--- src/rtl/burst_seq_pkg.sv ---
package burst_seq_pkg;

  typedef enum logic [1:0] {
    MODE_LINEAR = 2'd0,
    MODE_WRAP   = 2'd1,
    MODE_STREAM = 2'd2
  } burst_mode_e;

  function automatic logic code_is_stream(input int unsigned code, input int unsigned n_fixed);
    return code >= n_fixed;
  endfunction

endpackage

--- src/rtl/burst_addr_step.sv ---
module burst_addr_step #(
  parameter int ADDR_W  = 23,
  parameter int ROW_W   = 7,
  parameter int CODE_W  = 3,
  parameter int MIN_LOG = 2,
  parameter int MAX_LOG = 5
) (
  input  logic [ADDR_W-1:0] cur_i,
  input  logic [CODE_W-1:0] code_i,
  input  logic              wrap_i,
  output logic [ADDR_W-1:0] next_o,
  output logic              row_cross_o
);
  logic [ADDR_W-1:0] inc;
  logic [ADDR_W-1:0] blk_mask;

  assign inc = cur_i + ADDR_W'(1);

  // Bits that belong to the wrapping block for the selected length.
  for (genvar b = 0; b < ADDR_W; b++) begin : g_mask
    if (b < MIN_LOG) begin : g_always
      assign blk_mask[b] = 1'b1;
    end else if (b < MAX_LOG) begin : g_coded
      assign blk_mask[b] = (code_i > CODE_W'(b - MIN_LOG));
    end else begin : g_never
      assign blk_mask[b] = 1'b0;
    end
  end

  assign next_o      = wrap_i ? ((cur_i & ~blk_mask) | (inc & blk_mask)) : inc;
  assign row_cross_o = !wrap_i && (next_o[ROW_W-1:0] == '0);
endmodule

--- src/rtl/burst_beat_count.sv ---
module burst_beat_count #(
  parameter int CNT_W = 5
) (
  input  logic             clk,
  input  logic             rst_n,
  input  logic             load_i,
  input  logic [CNT_W-1:0] init_i,
  input  logic             dec_i,
  output logic             zero_o
);
  logic [CNT_W-1:0] left_q;

  always_ff @(posedge clk or negedge rst_n) begin
    if (!rst_n)      left_q <= '0;
    else if (load_i) left_q <= init_i;
    else if (dec_i)  left_q <= left_q - CNT_W'(1);
  end

  assign zero_o = (left_q == '0);

  // a step is never requested once the final beat has been reached
  assert_no_underflow_R5: assert property (@(posedge clk) disable iff (!rst_n)
    (dec_i && !load_i) |-> !zero_o);
endmodule

--- src/rtl/burst_row_hold.sv ---
module burst_row_hold (
  input  logic clk,
  input  logic rst_n,
  input  logic load_i,
  input  logic set_i,
  input  logic clr_i,
  output logic stall_o
);
  logic stall_q;

  always_ff @(posedge clk or negedge rst_n) begin
    if (!rst_n)      stall_q <= 1'b0;
    else if (load_i) stall_q <= 1'b0;
    else if (set_i)  stall_q <= 1'b1;
    else if (clr_i)  stall_q <= 1'b0;
  end

  assign stall_o = stall_q;

  // a new crossing is only raised while no stall is pending
  assert_single_stall_R8: assert property (@(posedge clk) disable iff (!rst_n)
    set_i |-> !stall_o);
endmodule

--- src/rtl/burst_seq_gen.sv ---
module burst_seq_gen
  import burst_seq_pkg::*;
#(
  parameter int ADDR_W  = 23,
  parameter int ROW_W   = 7,
  parameter int CODE_W  = 3,
  parameter int N_FIXED = 4,
  parameter int MIN_LOG = 2
) (
  input  logic              clk,
  input  logic              rst_n,
  input  logic              load_i,
  input  logic [ADDR_W-1:0] start_addr_i,
  input  logic [CODE_W-1:0] len_code_i,
  input  logic              wrap_i,
  input  logic              beat_ready_i,
  input  logic              row_ack_i,
  output logic              beat_valid_o,
  output logic [ADDR_W-1:0] addr_o,
  output logic              beat_last_o,
  output logic              row_stall_o
);
  localparam int MAX_LOG = MIN_LOG + N_FIXED - 1;
  localparam int CNT_W   = MAX_LOG;

  logic              act_q;
  logic [ADDR_W-1:0] addr_q;
  burst_mode_e       mode_q;
  logic [CODE_W-1:0] code_q;

  logic [ADDR_W-1:0] nxt_addr;
  logic              row_cross, cnt_zero, stall;
  logic              fire, is_last, step;
  burst_mode_e       new_mode;
  logic [CNT_W-1:0]  cnt_init;

  assign fire    = act_q && !stall && beat_ready_i;
  assign is_last = act_q && (mode_q != MODE_STREAM) && cnt_zero;
  assign step    = fire && !is_last && !load_i;

  always_comb begin
    if (code_is_stream(32'(len_code_i), N_FIXED)) begin
      new_mode = MODE_STREAM;
      cnt_init = '0;
    end else begin
      new_mode = wrap_i ? MODE_WRAP : MODE_LINEAR;
      cnt_init = CNT_W'((32'd1 << (32'(len_code_i) + MIN_LOG)) - 32'd1);
    end
  end

  always_ff @(posedge clk or negedge rst_n) begin
    if (!rst_n) begin
      act_q  <= 1'b0;
      addr_q <= '0;
      mode_q <= MODE_LINEAR;
      code_q <= '0;
    end else if (load_i) begin
      act_q  <= 1'b1;
      addr_q <= start_addr_i;
      mode_q <= new_mode;
      code_q <= len_code_i;
    end else if (fire) begin
      if (is_last) act_q  <= 1'b0;
      else         addr_q <= nxt_addr;
    end
  end

  burst_addr_step #(
    .ADDR_W (ADDR_W),
    .ROW_W  (ROW_W),
    .CODE_W (CODE_W),
    .MIN_LOG(MIN_LOG),
    .MAX_LOG(MAX_LOG)
  ) step_i (
    .cur_i      (addr_q),
    .code_i     (code_q),
    .wrap_i     (mode_q == MODE_WRAP),
    .next_o     (nxt_addr),
    .row_cross_o(row_cross)
  );

  burst_beat_count #(.CNT_W(CNT_W)) count_i (
    .clk   (clk),
    .rst_n (rst_n),
    .load_i(load_i),
    .init_i(cnt_init),
    .dec_i (step && (mode_q != MODE_STREAM)),
    .zero_o(cnt_zero)
  );

  burst_row_hold hold_i (
    .clk    (clk),
    .rst_n  (rst_n),
    .load_i (load_i),
    .set_i  (step && row_cross),
    .clr_i  (row_ack_i),
    .stall_o(stall)
  );

  assign beat_valid_o = act_q && !stall;
  assign addr_o       = addr_q;
  assign beat_last_o  = is_last;
  assign row_stall_o  = stall;

  // a load presents its start address on the next cycle
  assert_load_start_R2: assert property (@(posedge clk) disable iff (!rst_n)
    load_i |=> (beat_valid_o && addr_o == $past(start_addr_i)));

  // no accepted beat and no load leaves the address in place
  assert_hold_addr_R7: assert property (@(posedge clk) disable iff (!rst_n)
    (!load_i && !(beat_valid_o && beat_ready_i)) |=> (addr_o == $past(addr_o)));

  // a linear step moves the address up by exactly one
  assert_linear_step_R4: assert property (@(posedge clk) disable iff (!rst_n)
    (step && mode_q == MODE_LINEAR) |=> (addr_o == ADDR_W'($past(addr_o) + ADDR_W'(1))));

  // a wrapping step keeps every bit above the largest block
  assert_wrap_block_R3: assert property (@(posedge clk) disable iff (!rst_n)
    (step && mode_q == MODE_WRAP) |=>
      (addr_o[ADDR_W-1:MAX_LOG] == $past(addr_o[ADDR_W-1:MAX_LOG])));

  // accepting the last beat ends the burst
  assert_end_after_last_R5: assert property (@(posedge clk) disable iff (!rst_n)
    (beat_valid_o && beat_ready_i && beat_last_o && !load_i) |=> !beat_valid_o);

  // the stall appears only on a row-aligned address
  assert_stall_on_row_R8: assert property (@(posedge clk) disable iff (!rst_n)
    $rose(row_stall_o) |-> (addr_o[ROW_W-1:0] == '0));

  // wrapping bursts never stall
  assert_wrap_nostall_R8: assert property (@(posedge clk) disable iff (!rst_n)
    (act_q && mode_q == MODE_WRAP) |-> !row_stall_o);
endmodule

--- config.mk ---
export PLATFORM = sky130hd
export DESIGN_NAME = burst_seq_gen
export DESIGN_NICKNAME = d
export VERILOG_FILES = /design/src/rtl/burst_seq_pkg.sv /design/src/rtl/burst_addr_step.sv /design/src/rtl/burst_beat_count.sv /design/src/rtl/burst_row_hold.sv /design/src/rtl/burst_seq_gen.sv
export SDC_FILE = /design/constraint.sdc
export NUM_CORES = 1
export LEC_CHECK = 0
export ABC_AREA = 1
export CORE_UTILIZATION = 49
export DETAILED_ROUTE_END_ITERATION = 12
export DONT_BUFFER_PORTS = 1
export HOLD_SLACK_MARGIN = 0.06
export SETUP_SLACK_MARGIN = 0.1
export SYNTH_ARGS = -nofsm -noshare
export SYNTH_HDL_FRONTEND = slang
export SYNTH_HIERARCHICAL = 1
export SYNTH_SLANG_ARGS = --single-unit
--- constraint.sdc ---
create_clock -name clk -period 2.47 [get_ports clk]
set_input_delay 0.247 -clock clk [delete_from_list [all_inputs] [get_ports clk]]
set_output_delay 0.247 -clock clk [all_outputs]
set_load 0.05 [all_outputs]
==> impl_results.md, run 1 <==
* Outcome: finished clean
* Max_cap viols at 0
* Max-slew violation count at 0
* Synth Area in Compound Gates at 3.998%
* # Post-CTS Setup Buffers at 0
* 1st-pass router iterations at 4
* Area grow syn2layout at 11.90%
* Non-Filler Instances at 523
* Initial Util at 51.98%
* Simple logic cell fraction of the synthesized area at 46.65%
* Worst-path clk slew at 70 ps
* Unrepaired setup endpoints after global routing: false
* CP Capture Type: output port
* Final worst path period share at 78.82%
* Class of the worst hold path: input pin to register
* Vias in the first global route at 2,510
* Distinct cells, synth at 32
* H-tree Lvls at 2
* GRT Overall Usage at 24.99%
* Layout Utilization at 58.17%
* Commonest cells in the netlist: nand2_1, inv_1, nand3_1
* Die Ht at 76.54 um
* Crit path kind: register to output port
* Post-CTS Hold Fix Bufs at 3
* Post-synth EDFFs at 0
* Logic pwr share at 42.6%
* Most common cell in the netlist: nand2_1
* Ys Warns at 6
* Critical Path RT at 2220 ps
* Clock Latency Late Sink at 290 ps
* Worst Hold Launch: load_i
* Synth Flop Type: dfrtp_1
* Drt drc at 0
* Adder-cell area share of the yosys netlist at 3.217%
* Avg Synthesized Cell Area at 6.346 sq um
* First-pass GRT wire length at 11,790 um
* Detailed-route via count at 2,596
* Number of fillers in the final layout at 543
* Design area at 3047 sq um
* Largest net degree at the start of global routing at 36
* Initial drt markers at 174
* Internal power at 1.192 mW
* WL final at 6655 um
* Vias per inst at 4.964
* CP Max Fanout at 3
* # IOs at 58
* Mapped Cells at 429
* Sw Ratio at 44.47%
* Final min period at 1947 ps
* CTS buffer count at 5
* Final #Nets at 491
* CORE AREA at 5238 sq um
* CP startpoint: count_i/left_q[0]
* FF/Latch Area at 875.8 sq um
* Synthesized flop and latch total at 35
* Share of async-settable or async-resettable flops after synthesis at 100.0%
* Antenna violations before repair at 0
* Hpwl dp at 4713 um
* Share of layout cells above drive strength 1 at 10.82%
* Final TNS setup at 0 ps
* Die ar. at 5858 sq um
* Net Count, Synth at 468
* Die Width at 76.54 um
* F_max at 513.7 MHz
* Startpoint Class: register
* Sequential share of power at 35.4%
* Xor/xnor share of the synthesized area at 3.217%
* Area occupied by multi-input gates at 1554 sq um
* Worst-Margin Slew at 525.8 ps
* Power Dens Cells at 704.8 nW/um^2
* Maximum buffer depth of the clock tree at 2
* Mux cell area share after synthesis at 0%
* Max-slew headroom at 64.94%
* Final count of hold timing violations at 0
* Pwr Total at 2.147 mW
* Row cnt at 26
* Routed len/inst at 12.72 um
* TritonCTS clock tree: built
* Yosys top cell area share at 32.17%
* Synth area leaders: dfrtp_1, nand2_1, nand3_1, inv_1, nor2_1
* # diodes at 0
* GP Congestion at 0.8174
* Clock root cell: clkbuf_8
* Dpl cell area at 2907 sq um
* Main combinational cell family by area after synthesis: simple AND/OR/NAND/NOR gates
* Leading area contributor after synthesis: dfrtp_1
* CTS Sinks at 35
* Buffers on Ports at 0
* Start of the worst register-to-register path: count_i/left_q[0]
* GRT overflow at 0
* CP Data Arrival Time at 1700 ps
* Clock share of power at 22.1%
* Gates resized, CTS repair at 0
* Worst VDD drop at 0.3244 mV
* Final setup violation count at 0
* Pleak at 1.666 nW
* Dpl cells at 512
* NetSw at 954.9 uW
* Netlist Area Pre-Place at 2723 sq um
* Routed Antenna Nets at 0
* Sequential share of the synthesized area at 32.17%
* Final Skew at 8.489 ps
-- worst paths after layout --
path	cells after the start	slack (ps)	end
min in group asynchronous	2	410	addr_o[0]
worst min register to register	2	500	mode_q[1]
max in group asynchronous	2	1860	act_q
worst min-delay path	1	70	mode_q[0]
worst max register to register	13	550	count_i/left_q[0]
worst max-delay path	8	520	beat_last_o
-- worst max-delay path, cell delays in order, from the launching register on --
cell and delay, ps:
dfrtp_1 400, inv_1 100, ha_1 210, nand3_1 110, inv_1 60, nand2_1 50, clkinv_1 80, nand2_1 90
inv_1 330
-- routing by layer --
metal / vias to the layer above / part of all wire (%) / global-route usage (%)
met2: 58 / 45 / 41.08
met5: - / 0 / 0
met1: 1154 / 49 / 33.81
met4: 0 / 0.65 / 5.192
li1: 1379 / - / -
met3: 5 / 4.9 / 5.269
-- final cells by class --
class | instances | area share [%]
Inverter | 53 | 6.612
Sequential cell | 35 | 28.75
Clock buffer | 8 | 3.285
Timing Repair Buffer | 28 | 7.474
Tap cell | 70 | 2.875
Multi-Input combinational cell | 329 | 51.01
-- cells in the final DEF (no fill, tap or decap), drive strengths merged, types with 2 or more instances in the layout --
cell	Yosys	routed
dfrtp	35	35
xor2	4	4
clkbuf	1	8
ha	7	7
o21ai	8	8
nand4	13	13
nand2	198	198
nand3	45	45
inv	52	52
nor3	4	4
a22oi	4	4
nor2	32	32
a21oi	4	4
buf	11	26
xnor2	6	6
dlygate4sd3	0	2
-- kinds of logic after synthesis --
logic type	count (synthesis)
simple gates	294
fa+ha+maj	7
buf+inv	65
xor+xnor	10
flops	35
compound gates	18
-- power by group through the flow --
stage,combinational [mW],clock [mW],sequential [mW]
final,0.914,0.474,0.759
after global routing,1.01,0.502,0.772
after global placement,0.891,0,0.769
after floorplan,0.417,0,1.04
after detailed placement,0.896,0,0.770
after CTS,0.919,0.483,0.759
-- flip-flops by register name, indices dropped and copies added (netlist names) --
name	cells
act_q	1
addr_o	23
code_q	3
count_i/left_q	5
hold_i/stall_o	1
mode_q	2
-- metrics by stage --
step	hold WS [ps]	setup WS [ps]
6_report	66.81	523.2
5_1_grt	60.77	241.4
4_1_cts	62.52	515.3
3_5_place_dp	-47.91	546.5
3_3_place_gp	-47.91	642.8
2_1_floorplan	-48.59	465.9
No activity file was read; power rests on OpenSTA's default activity.
==> inputs of run 2 (changes only) <==
- PLACE_DENSITY: not set -> 0.66
- clock period: 2.47 -> 1.7 ns (I/O delays scaled with it)
==> run 2 against run 1 <==
- utilization is 9.3 points higher
- total power up 55%
- first-iteration DRC count shrank 3.4%
- final cell count up 5.4%
- critical path depth increased by 5
- non-clock buffer count rose by 27
- sequential share of layout area shrank 3.4 points
- worst setup slack got worse by 480 ps
- final area is 16% higher
- global-route usage grew 0.49 points
- flip-flop and latch count stayed put
- critical path type is now register to register
- largest power group unchanged
==> impl_results.md, run 2 (synthesis results as in run 1) <==
* Top cell by count, worst path: inv_2 (was inv_1)
* Routed len/inst at 13.77 um (was 12.72 um)
* R2R depth at 13 (unchanged)
* Largest net degree at the start of global routing at 36 (unchanged)
* Area occupied by multi-input gates at 1749 sq um (was 1554 sq um)
* Initial drt markers at 168 (was 174)
* Max-slew violation count at 0 (unchanged)
* Crit path cell chain: inv_2 -> ha_4 -> nand3_2 -> inv_1 -> nand2_1 -> clkinv_2 -> nand2_2 -> nand4_1 -> nor2_2 -> inv_2 -> nor2_4 -> inv_2 -> o211ai_1 (was inv_1 -> ha_1 -> nand3_1 -> inv_1 -> nand2_1 -> clkinv_1 -> nand2_1 -> inv_1)
* Final TNS setup at 0 ps (unchanged)
* Outcome: finished clean (unchanged)
* CORE AREA at 5238 sq um (unchanged)
* Drt drc at 0 (unchanged)
* Layout Utilization at 67.44% (was 58.17%)
* Worst hold path depth at 3 (was 1)
* Buffers on Ports at 0 (unchanged)
* # IOs at 58 (unchanged)
* Worst VDD drop at 0.5030 mV (was 0.3244 mV)
* FF/Latch Area at 894.6 sq um (was 875.8 sq um)
* Die Ht at 76.54 um (unchanged)
* Class of the worst hold path: input pin to register (unchanged)
* Area grow syn2layout at 29.73% (was 11.90%)
* TritonCTS clock tree: built (unchanged)
* Clock Latency Late Sink at 290 ps (about the same)
* Die Width at 76.54 um (unchanged)
* Initial Util at 51.98% (unchanged)
* Most common cell after layout, fill and taps aside: nand2_1 (unchanged)
* Pwr Total at 3.321 mW (was 2.147 mW)
* GRT overflow at 0 (unchanged)
* Final Skew at 5.422 ps (was 8.489 ps)
* CP Capture Type: register (was output port)
* F_max at 601.9 MHz
* Hpwl dp at 4988 um (was 4713 um)
* Worst-Margin Slew at 279.5 ps (was 525.8 ps)
* GP Congestion at 0.8676 (was 0.8174)
* Maximum buffer depth of the clock tree at 2 (unchanged)
* CTS Sinks at 35 (unchanged)
* Power Dens Cells at 940.1 nW/um^2 (was 704.8 nW/um^2)
* Routed Antenna Nets at 0 (unchanged)
* Critical path's slowest cell: dfrtp_1 (unchanged)
* Worst-path clk slew at 70 ps (about the same)
* Dpl cell area at 3073 sq um (was 2907 sq um)
* # diodes at 0 (unchanged)
* Final count of hold timing violations at 0 (unchanged)
* First-pass GRT wire length at 12,040 um (was 11,790 um)
* Max reg flops at 23 (unchanged)
* Reg2reg end: count_i/left_q[0] (unchanged)
* Max_cap viols at 0 (unchanged)
* Design area at 3532 sq um (was 3047 sq um)
* Reg2Reg Setup Slack at 40 ps (was 550 ps)
* Unrepaired setup endpoints after global routing: true (was false)
* Startpoint Class: register (unchanged)
* 1st-pass router iterations at 5 (was 4)
* Final min period at 1662 ps
* Final worst path period share at 97.74%
* Number of fillers in the final layout at 470 (was 543)
* Vias in the first global route at 2,669 (was 2,510)
* Row cnt at 26 (unchanged)
* CP Max Fanout at 3 (unchanged)
* GRT Overall Usage at 25.49% (was 24.99%)
* WL final at 7590 um (was 6655 um)
* Final #Nets at 519 (was 491)
* Max-slew headroom at 81.23% (was 64.94%)
* Die ar. at 5858 sq um (unchanged)
* Hold Path Sink: count_i/left_q[1] (was mode_q[0])
* H-tree Lvls at 2 (unchanged)
* Share of layout cells above drive strength 1 at 26.20% (was 10.82%)
* Critical path's largest stage delay at 380 ps (was 400 ps)
* Clock root cell: clkbuf_8 (unchanged)
* Critical Path RT at 1900 ps (was 2220 ps)
* Vias per inst at 5.243 (was 4.964)
* Start of the worst register-to-register path: count_i/left_q[0] (unchanged)
* CTS buffer count at 5 (unchanged)
* Pleak at 1.852 nW (was 1.666 nW)
* Antenna violations before repair at 0 (unchanged)
* CP Data Arrival Time at 1870 ps (was 1700 ps)
* Crit path kind: register to register (was register to output port)
* Final setup violation count at 0 (unchanged)
* Worst Hold Launch: load_i (unchanged)
* Most frequent cells in the layout: nand2_1, inv_1, buf_4, nand3_1, dfrtp_1 (was nand2_1, inv_1, nand3_1, dfrtp_1, nor2_1)
* Detailed-route via count at 2,889 (was 2,596)
run 2: cell types whose count changed in the layout (fill, tap and decap cells not counted), sizes merged:
cell,change
clkbuf,+1
inv,-1
dlygate4sd3,+6
clkinvlp,+1
buf,+20
nand2,+1
run 2: metal layers:
layer / track usage, % / wire length, um / part of all wire, %
met4: 6.538 / 51 / 0.67
met5: 0 / 0 / 0
met3: 3.353 / 397 / 5.2
met2: 43.33 / 3700 / 49
met1: 33.98 / 3441 / 45
run 2: worst max path at each step:
stage                            from                end  slack, ps  depth (start not counted)
floorplan                   addr_o[1]         addr_o[18]         40                         12
finish              count_i/left_q[0]  count_i/left_q[0]         40                         13
global placement    count_i/left_q[0]  count_i/left_q[0]         30                         13
global route        count_i/left_q[0]  count_i/left_q[0]       -120                         13
CTS                 count_i/left_q[0]  count_i/left_q[0]         40                         13
detailed placement  count_i/left_q[0]  count_i/left_q[0]        -70                         13
run 2: per-stage QoR:
step | setup WS [ps] | hold WS (ps) | std cells
after global routing | -124.4 | 75.63 | 551
after CTS | 37.44 | 61.29 | 542
after floorplan | 35.57 | -125.6 | 429
final | 38.46 | 62.05 | 551
after global placement | 31.99 | -124.8 | 524
after detailed placement | -71.24 | -124.7 | 524
run 2: what timing repair did:
action | in CTS | in global routing
gates cloned | 0 | 2
pin swaps | 7 | 26
resized for setup | 7 | 40
hold endpoints to repair | 44 | 1
hold buffers | 7 | 2
setup endpoints to repair | 8 | 30
buffers inserted | 3 | 6
run 2: layout make-up:
| cell class | count | area share, % |
|---|---|---|
| multi-input combinational | 330 | 49.52 |
| timing repair buffer | 55 | 14.42 |
| tap | 70 | 2.480 |
| inverter | 53 | 5.987 |
| sequential | 35 | 25.33 |
| clock buffer | 8 | 2.267 |
run 2: worst max-delay path, delay by kind of cell (launching register included):
family                     cells  cell delay, ps
adders and majority gates      1             160
AOI/OAI and AO/OA              1             150
buffers and inverters          5             300
and+or+nand+nor                6             600
DFF                            1             380
run 2: report_power, final:
part,internal [mW],switching (mW),total [mW]
Combinational,0.537,1.03,1.57
Clock,0.292,0.322,0.614
Sequential,0.980,0.158,1.14
Total,1.81,1.51,3.32
